==> src/rtl/can_hri_pkg.sv <==
package can_hri_pkg;
  // register addresses
  localparam int A_CTRL = 0;
  localparam int A_CMD  = 1;
  localparam int A_STAT = 2;
  localparam int A_IRQ  = 3;
  localparam int A_CFG0 = 4;   // code, mask, timing0, timing1, output, divider
  localparam int A_BT0  = 6;
  localparam int A_TXB  = 10;
  localparam int NCFG   = 6;

  // control bits
  localparam int NCTRL    = 5;
  localparam int CTRL_RST = 0;
  localparam int CTRL_RIE = 1;
  localparam int CTRL_TIE = 2;
  localparam int CTRL_EIE = 3;
  localparam int CTRL_OIE = 4;
  localparam logic [NCTRL-1:0] CTRL_RST_VAL = 5'b00001;

  // command bits
  localparam int CMD_TX    = 0;
  localparam int CMD_ABORT = 1;
  localparam int CMD_REL   = 2;

  // interrupt bits
  localparam int NIRQ    = 5;
  localparam int IRQ_RI  = 0;
  localparam int IRQ_TI  = 1;
  localparam int IRQ_EI  = 2;
  localparam int IRQ_DOI = 3;
  localparam int IRQ_WUI = 4;

  function automatic logic [3:0] dlc_clamp(input logic [3:0] dlc, input int nbytes);
    return (int'(dlc) > nbytes) ? 4'(nbytes) : dlc;
  endfunction
endpackage

==> src/rtl/can_hri_ctrl.sv <==
module can_hri_ctrl
  import can_hri_pkg::*;
(
  input  logic                 clk,
  input  logic                 rst_n,
  input  logic                 wr_ctrl,
  input  logic [7:0]           wdata,
  input  logic [NCFG-1:0]      wr_cfg,
  input  logic                 irq_rd,
  input  logic [NIRQ-1:0]      ev,
  input  logic                 err_evt,
  output logic [NCTRL-1:0]     ctrl_q,
  output logic [NCFG-1:0][7:0] cfg_q,
  output logic [NIRQ-1:0]      irq_q
);
  logic [NCTRL-1:0] ctrl_d;
  logic             ctrl_en;
  logic [NIRQ-1:0]  gate, irq_d;

  always_comb begin
    ctrl_d = ctrl_q;
    if (wr_ctrl) ctrl_d = wdata[NCTRL-1:0];
    if (err_evt) ctrl_d[CTRL_RST] = 1'b1;
  end
  assign ctrl_en = wr_ctrl | err_evt;

  always_comb begin
    gate          = '0;
    gate[IRQ_RI]  = ctrl_q[CTRL_RIE];
    gate[IRQ_TI]  = ctrl_q[CTRL_TIE];
    gate[IRQ_EI]  = ctrl_q[CTRL_EIE];
    gate[IRQ_DOI] = ctrl_q[CTRL_OIE];
    gate[IRQ_WUI] = 1'b1;
    irq_d = (irq_rd ? '0 : irq_q) | (ev & gate);
  end

  always_ff @(posedge clk or negedge rst_n) begin
    if (!rst_n) begin
      ctrl_q <= CTRL_RST_VAL;
      irq_q  <= '0;
      cfg_q  <= '0;
    end else begin
      if (ctrl_en) ctrl_q <= ctrl_d;
      irq_q <= irq_d;
      for (int i = 0; i < NCFG; i++)
        if (wr_cfg[i] && ctrl_q[CTRL_RST]) cfg_q[i] <= wdata;
    end
  end
endmodule

==> src/rtl/can_hri_txbuf.sv <==
module can_hri_txbuf #(
  parameter int NB = 10,
  parameter int IW = $clog2(NB)
) (
  input  logic               clk,
  input  logic               rst_n,
  input  logic               buf_we,
  input  logic [IW-1:0]      buf_idx,
  input  logic [7:0]         wdata,
  input  logic               cmd_tx,
  input  logic               cmd_abort,
  input  logic               reset_mode,
  input  logic               tx_start,
  input  logic               tx_done,
  output logic [NB-1:0][7:0] buf_q,
  output logic               tbs,
  output logic               tcs,
  output logic               tx_req,
  output logic               ti_evt
);
  logic tbs_q, tcs_q, pend_q, busy_q;
  logic tbs_d, tcs_d, pend_d, busy_d;

  always_comb begin
    tbs_d  = tbs_q;
    tcs_d  = tcs_q;
    pend_d = pend_q;
    busy_d = busy_q;
    ti_evt = 1'b0;
    if (tx_done && busy_q) begin
      pend_d = 1'b0; busy_d = 1'b0; tbs_d = 1'b1; tcs_d = 1'b1; ti_evt = 1'b1;
    end else if (tx_start && pend_q && !busy_q) begin
      busy_d = 1'b1;
    end else if (cmd_abort && pend_q && !busy_q) begin
      pend_d = 1'b0; tbs_d = 1'b1;
    end else if (cmd_tx && tbs_q && !reset_mode) begin
      pend_d = 1'b1; tbs_d = 1'b0; tcs_d = 1'b0;
    end
  end

  always_ff @(posedge clk or negedge rst_n) begin
    if (!rst_n) begin
      tbs_q  <= 1'b1;
      tcs_q  <= 1'b1;
      pend_q <= 1'b0;
      busy_q <= 1'b0;
      buf_q  <= '0;
    end else begin
      tbs_q  <= tbs_d;
      tcs_q  <= tcs_d;
      pend_q <= pend_d;
      busy_q <= busy_d;
      if (buf_we && tbs_q) buf_q[buf_idx] <= wdata;
    end
  end

  assign tbs    = tbs_q;
  assign tcs    = tcs_q;
  assign tx_req = pend_q & ~busy_q;
endmodule

==> src/rtl/can_hri_rxfifo.sv <==
module can_hri_rxfifo #(
  parameter int NB    = 10,
  parameter int DEPTH = 2
) (
  input  logic               clk,
  input  logic               rst_n,
  input  logic               rx_valid,
  input  logic [NB-1:0][7:0] frame,
  input  logic [7:0]         acode,
  input  logic [7:0]         amask,
  input  logic               enable,
  input  logic               rel_req,
  output logic [NB-1:0][7:0] head,
  output logic               rbs,
  output logic               ri_evt,
  output logic               doi_evt
);
  localparam int CW = $clog2(DEPTH + 1);
  localparam int PW = (DEPTH > 1) ? $clog2(DEPTH) : 1;

  logic [NB-1:0][7:0] mem_q [DEPTH];
  logic [CW-1:0]      cnt_q, cnt_d;
  logic [PW-1:0]      rp_q, wp_q;
  logic               match, take, pop, room, push;

  function automatic logic [PW-1:0] nxt(input logic [PW-1:0] p);
    return (p == PW'(DEPTH - 1)) ? '0 : p + 1'b1;
  endfunction

  assign match   = ((frame[0] ^ acode) & ~amask) == 8'h00;
  assign take    = rx_valid & enable & match;
  assign pop     = rel_req & (cnt_q != '0);
  assign room    = (cnt_q < CW'(DEPTH)) | pop;
  assign push    = take & room;
  assign ri_evt  = push;
  assign doi_evt = take & ~room;
  assign cnt_d   = cnt_q + CW'(push) - CW'(pop);

  always_ff @(posedge clk or negedge rst_n) begin
    if (!rst_n) begin
      cnt_q <= '0;
      rp_q  <= '0;
      wp_q  <= '0;
      for (int i = 0; i < DEPTH; i++) mem_q[i] <= '0;
    end else begin
      if (push | pop) cnt_q <= cnt_d;
      if (pop)  rp_q <= nxt(rp_q);
      if (push) begin
        wp_q        <= nxt(wp_q);
        mem_q[wp_q] <= frame;
      end
    end
  end

  assign head = mem_q[rp_q];
  assign rbs  = cnt_q != '0;
endmodule

==> src/rtl/can_hri_top.sv <==
module can_hri_top
  import can_hri_pkg::*;
#(
  parameter int ADDR_W     = 5,
  parameter int DATA_BYTES = 8,
  parameter int RX_DEPTH   = 2
) (
  input  logic                    clk,
  input  logic                    rst_n,
  input  logic [ADDR_W-1:0]       addr,
  input  logic [7:0]              wdata,
  input  logic                    wr,
  input  logic                    rd,
  output logic [7:0]              rdata,
  output logic                    irq_n,
  output logic                    reset_mode,
  output logic [7:0]              bt0,
  output logic [7:0]              bt1,
  output logic [7:0]              ocr,
  output logic [7:0]              cdr,
  output logic                    tx_req,
  input  logic                    tx_start,
  input  logic                    tx_done,
  output logic [10:0]             tx_id,
  output logic                    tx_rtr,
  output logic [3:0]              tx_dlc,
  output logic [8*DATA_BYTES-1:0] tx_data,
  input  logic                    rx_valid,
  input  logic [7:0]              rx_id_hi,
  input  logic [7:0]              rx_id_lo,
  input  logic [8*DATA_BYTES-1:0] rx_data,
  input  logic                    err_evt,
  input  logic                    wake_evt
);
  localparam int NB    = DATA_BYTES + 2;
  localparam int IW    = $clog2(NB);
  localparam int CIW   = $clog2(NCFG);
  localparam int A_RXB = A_TXB + NB;

  logic [31:0]          a_w;
  logic                 wr_ctrl, cmd_wr, cmd_tx, cmd_abort, cmd_rel, irq_rd;
  logic [NCFG-1:0]      wr_cfg;
  logic                 tx_hit, rx_hit;
  logic [IW-1:0]        tx_idx, rx_idx;
  logic [CIW-1:0]       cfg_idx;
  logic [NCTRL-1:0]     ctrl_q;
  logic [NCFG-1:0][7:0] cfg_q;
  logic [NIRQ-1:0]      irq_q, ev;
  logic [NB-1:0][7:0]   tx_buf, rx_frame, head;
  logic                 tbs, tcs, rbs, ti_evt, ri_evt, doi_evt;
  logic [3:0]           rx_dlc;

  // address decode
  assign a_w       = 32'(addr);
  assign wr_ctrl   = wr & (a_w == A_CTRL);
  assign cmd_wr    = wr & (a_w == A_CMD);
  assign cmd_tx    = cmd_wr & wdata[CMD_TX];
  assign cmd_abort = cmd_wr & wdata[CMD_ABORT];
  assign cmd_rel   = cmd_wr & wdata[CMD_REL];
  assign irq_rd    = rd & (a_w == A_IRQ);
  assign tx_hit    = (a_w >= A_TXB) && (a_w < A_RXB);
  assign rx_hit    = (a_w >= A_RXB) && (a_w < A_RXB + NB);
  assign tx_idx    = IW'(a_w - 32'(A_TXB));
  assign rx_idx    = IW'(a_w - 32'(A_RXB));
  assign cfg_idx   = CIW'(a_w - 32'(A_CFG0));

  for (genvar i = 0; i < NCFG; i++) begin : g_cfg_we
    assign wr_cfg[i] = wr & (a_w == A_CFG0 + i);
  end

  // event vector
  always_comb begin
    ev          = '0;
    ev[IRQ_RI]  = ri_evt;
    ev[IRQ_TI]  = ti_evt;
    ev[IRQ_EI]  = err_evt;
    ev[IRQ_DOI] = doi_evt;
    ev[IRQ_WUI] = wake_evt;
  end

  can_hri_ctrl u_ctrl (
    .clk(clk), .rst_n(rst_n), .wr_ctrl(wr_ctrl), .wdata(wdata), .wr_cfg(wr_cfg),
    .irq_rd(irq_rd), .ev(ev), .err_evt(err_evt),
    .ctrl_q(ctrl_q), .cfg_q(cfg_q), .irq_q(irq_q)
  );

  can_hri_txbuf #(.NB(NB), .IW(IW)) u_tx (
    .clk(clk), .rst_n(rst_n), .buf_we(wr & tx_hit), .buf_idx(tx_idx), .wdata(wdata),
    .cmd_tx(cmd_tx), .cmd_abort(cmd_abort), .reset_mode(reset_mode),
    .tx_start(tx_start), .tx_done(tx_done),
    .buf_q(tx_buf), .tbs(tbs), .tcs(tcs), .tx_req(tx_req), .ti_evt(ti_evt)
  );

  assign rx_frame[0] = rx_id_hi;
  assign rx_frame[1] = rx_id_lo;
  for (genvar i = 0; i < DATA_BYTES; i++) begin : g_bytes
    assign rx_frame[2+i]    = rx_data[8*i +: 8];
    assign tx_data[8*i +: 8] = tx_buf[2+i];
  end

  can_hri_rxfifo #(.NB(NB), .DEPTH(RX_DEPTH)) u_rx (
    .clk(clk), .rst_n(rst_n), .rx_valid(rx_valid), .frame(rx_frame),
    .acode(cfg_q[0]), .amask(cfg_q[1]), .enable(~reset_mode), .rel_req(cmd_rel),
    .head(head), .rbs(rbs), .ri_evt(ri_evt), .doi_evt(doi_evt)
  );

  assign rx_dlc = dlc_clamp(head[1][3:0], DATA_BYTES);

  // read mux
  always_comb begin
    rdata = 8'h00;
    if (a_w == A_CTRL)
      rdata = 8'(ctrl_q);
    else if (a_w == A_STAT)
      rdata = {5'b0, tcs, tbs, rbs};
    else if (a_w == A_IRQ)
      rdata = 8'(irq_q);
    else if ((a_w >= A_CFG0) && (a_w < A_CFG0 + NCFG))
      rdata = cfg_q[cfg_idx];
    else if (tx_hit)
      rdata = tx_buf[tx_idx];
    else if (rx_hit && (32'(rx_idx) < 32'(rx_dlc) + 32'd2))
      rdata = head[rx_idx];
  end

  assign reset_mode = ctrl_q[CTRL_RST];
  assign irq_n      = ~|irq_q;
  assign bt0        = cfg_q[2];
  assign bt1        = cfg_q[3];
  assign ocr        = cfg_q[4];
  assign cdr        = cfg_q[5];
  assign tx_id      = {tx_buf[0], tx_buf[1][7:5]};
  assign tx_rtr     = tx_buf[1][4];
  assign tx_dlc     = tx_buf[1][3:0];
endmodule

==> config.mk <==
export PLATFORM = sky130hd
export DESIGN_NAME = can_hri_top
export DESIGN_NICKNAME = d
export VERILOG_FILES = /design/src/rtl/can_hri_pkg.sv /design/src/rtl/can_hri_ctrl.sv /design/src/rtl/can_hri_txbuf.sv /design/src/rtl/can_hri_rxfifo.sv /design/src/rtl/can_hri_top.sv
export SDC_FILE = /design/constraint.sdc
export NUM_CORES = 1
export LEC_CHECK = 0
export ABC_AREA = 1
export BUFFER_PORTS_ARGS = -buffer_cell sky130_fd_sc_hd__buf_2
export CORE_MARGIN = 5
export CORE_UTILIZATION = 38
export DETAILED_ROUTE_END_ITERATION = 6
export PLACE_DENSITY = 0.54
export SKIP_LAST_GASP = 1
export SYNTH_ARGS = -nofsm -noshare
export SYNTH_HDL_FRONTEND = slang
export SYNTH_SLANG_ARGS = --single-unit
==> constraint.sdc <==
create_clock -name clk -period 3.1 [get_ports clk]
set_clock_uncertainty 0.15 [all_clocks]
set_input_delay 0.155 -clock clk [delete_from_list [all_inputs] [get_ports clk]]
set_output_delay 0.155 -clock clk [all_outputs]
set_load 0.01 [all_outputs]
==> run metrics <==
starting density of the core 38.4%; pre-CTS setup slack 182 ps; ys flop type dfrtp_1; Clock Pin Slew Worst Setup and Hold Paths roughly 60 ps; IR drop worst, VDD 0.386 mV; Slew headroom 53.3%; Final Setup Violations 8; Worst Path Arrival 2930 ps; FP Rows 72; Critical Path Source Type flip-flop; CP Class reg2out; Root Driver clkbuf_16; WL per Instance 19.8 um; port buffer count roughly 220; top-area cell type share of the netlist area around 50%; clock power share 36.2%; maximum root-to-sink buffer count 3; DIE WIDTH 207 um; Worst Path Required 2790 ps; status complete, but fails checks; largest net degree at the start of global routing between 90 and 100; TNS Setup -690 ps; total track usage 24.0%; cell mode on critical path nand2_2; # IOs 225; post-route ant nets 0; failing checks setup timing; fin area 18,700 um2; WL final 52,800 um; distinct cell type count after synthesis 44; Total Power 11,800 uW; First DRT Iteration DRCs 828; Placed Area 16,400 um2; async set or reset register ratio after synthesis 100%; top-count cell post-synth nand2_1; LEAKAGE roughly 0.0095 uW; DPL Wire Length between 30,000 and 40,000 um; Peak Freq 0.310 GHz; initial antenna violation count 2; largest area contributor in the netlist dfrtp_1; P_sw roughly 3700 uW; vias per cell 5.17; synthesis-to-layout area growth 26.7%; EDFF count, synth 0; drt drc 0; Synth top cells by count nand2_1 (572), dfrtp_1 (303), o21ai_0 (300), inv_1 (137), a21oi_1 (101); CTS sink cnt about 310; GP Congestion 0.869; mean cell area of the mapped netlist 8.06 um2; nets approximately 2,200; dominant cells by area after synthesis dfrtp_1 (51%), nand2_1 (15%), o21ai_0 (10%); post-layout util 48.6%; Pwr per Cell Area 630 nW/um2; Final Critical Period 3230 ps; Ys Warns 0; setup slack, reg-to-reg 350 ps; die height 207 um; Sw Share 31.5%; die area 43,000 um2; Vias between 10,000 and 15,000; Crit path max-delay family simple AND/OR/NAND/NOR gates; crit-path cells inv_2 > nand2_1 > nand2_2 > nor2_1 > ha_2 > xnor2_2 > ha_2 > a211o_1 > nor2_4 > nand2_2 > nor2_4 > buf_6 > nand2_2 > a31oi_4 > buf_6; part of the power in registers 41.8%; Worst Path Buf+Inv 3; later-pin clock latency in the skew report between 500 and 600 ps; Mapped Cells 1,835; Core Area around 39,000 um2; FF+latch count, synth 306; PnR worst setup slack -130 ps; Max stage delay cell, worst path dfrtp_2; Hold Path Class in2reg; H-tree lvl count 2; post-synthesis sequential area ratio 51.8%; internal power 8080 uW; Final period util 104%; combinational fraction of design power 22.0%; worst-margin pin slew 698 ps; Slowest Stage Delay on Critical Path 460 ps; share of layout cells above drive strength 1 18.0%; unrepaired setup endpoints after global routing yes; total CTS buffers 37; vias in the first global route ~14,000; CTS tree built; Fin. Hold Viols 0; mapped cell area 14,800 um2; syn nets 1,949; global-route wire length before repair 82,100 um; Max Cap Viol 0; drt first pass iters 7; Setup crit end kind output port; fin. max-slew vios 0; total grt overflow 0; Critical Path Fanout Max 6
## layout by cell type (no fill, tap or decap), types with 3 or more instances in the layout
master and count:
nor4_1 3, buf_6 5, dfstp_2 3, nand4_1 6
nor2_1 86, nor3_4 7, clkbuf_8 10, xnor2_1 4
o2111ai_1 4, clkbuf_1 16, nor3_1 4, a22o_1 3
o21ai_0 298, dfrtp_1 302, inv_1 136, nand2_1 561
buf_12 10, o22ai_1 40, dlygate4sd3_1 96, nor2_4 6
nand3_1 34, nor2_2 4, buf_2 221, clkbuf_16 39
a22oi_1 15, buf_4 45, inv_2 4, a21oi_1 98
nand2_2 11, a211oi_1 5, a21oi_2 3, ha_1 10
a31oi_1 3, o211ai_1 18
## per-layer routing
metal | share of wire, % | global-route usage [%] | routed length [um]
met3 | 5.7 | 4.41 | 3000
met4 | 3.4 | 7.66 | 1790
met1 | 44 | 32.7 | 23500
met5 | 0.025 | 0 | 13
met2 | 47 | 39.1 | 24600
## metrics by stage
step / cells / hold slack [ps]
6_report: 2662 / 20.1
5_1_grt: 2661 / 16.3
4_1_cts: 2659 / 5.62
3_5_place_dp: 2490 / 7.15
3_3_place_gp: 2490 / 4.42
2_1_floorplan: 1835 / -291
## logic make-up after synthesis
kind of cell    share of synthesized area, %
compound gates                          18.4
xor+xnor                               0.414
fa+ha+maj                               1.01
buf+inv                                 8.64
flops                                   51.8
simple gates                            19.7
## power by group through the flow
| stage | clock network [uW] | registers, uW | logic [uW] |
|---|---|---|---|
| after global routing | 4500 | 5000 | 2860 |
| after global placement | 0 | 4990 | 2360 |
| after floorplan | 0 | 5030 | 1180 |
| after detailed placement | 0 | 5000 | 2380 |
| final | 4270 | 4940 | 2600 |
| after CTS | 4340 | 4940 | 2580 |
## state kept, by name, indices dropped and copies added (netlist names), 2 cells and up
| signal | cells |
|---|---|
| u_tx.buf_q | 80 |
| u_rx.cnt_q | 2 |
| u_ctrl.ctrl_q | 5 |
| u_rx.mem_q | 160 |
| u_ctrl.cfg_q | 48 |
| u_ctrl.irq_q | 5 |
## worst min-delay path: cells and delay by family
| kind | cells | cell delay (ps) |
|---|---|---|
| buf+inv | 2 | 240 |
| compound gates | 1 | 100 |
| simple gates | 1 | 180 |
## final timing paths
| path | cells past startpoint | from | end |
|---|---|---|---|
| setup / recovery | 15 | u_rx.rp_q | rdata[6] |
| hold / removal | 4 | wr | u_ctrl.ctrl_q[0] |
| setup reg to reg | 11 | u_ctrl.cfg_q[0] | u_rx.mem_q[151] |
| hold reg to reg | 2 | u_rx.mem_q[118] | u_rx.mem_q[118] |
| max in group asynchronous | 3 | rst_n | u_ctrl.cfg_q[17] |
| min in group asynchronous | 2 | rst_n | u_rx.mem_q[140] |
## what timing repair did
item / 4_1_cts / 5_1_grt
setup buffers: 6 / 2
endpoints found under the hold margin: 411 / 0
gates resized for setup: 29 / 18
pin swaps: 20 / 11
hold buffers: 96 / 0
setup endpoints to repair: 8 / 8
## final cells by class
cell class,count,area [um2]
Sequential cell,306,7660
Antenna cell,1,2.50
Tap cell,518,648
Fill cell,3826,19800
Timing Repair Buffer,379,2690
Inverter,142,534
Clock inverter,2,13.8
Multi-Input combinational cell,1249,6010
Clock buffer,65,1170
Power figures use the tool's default switching activity.
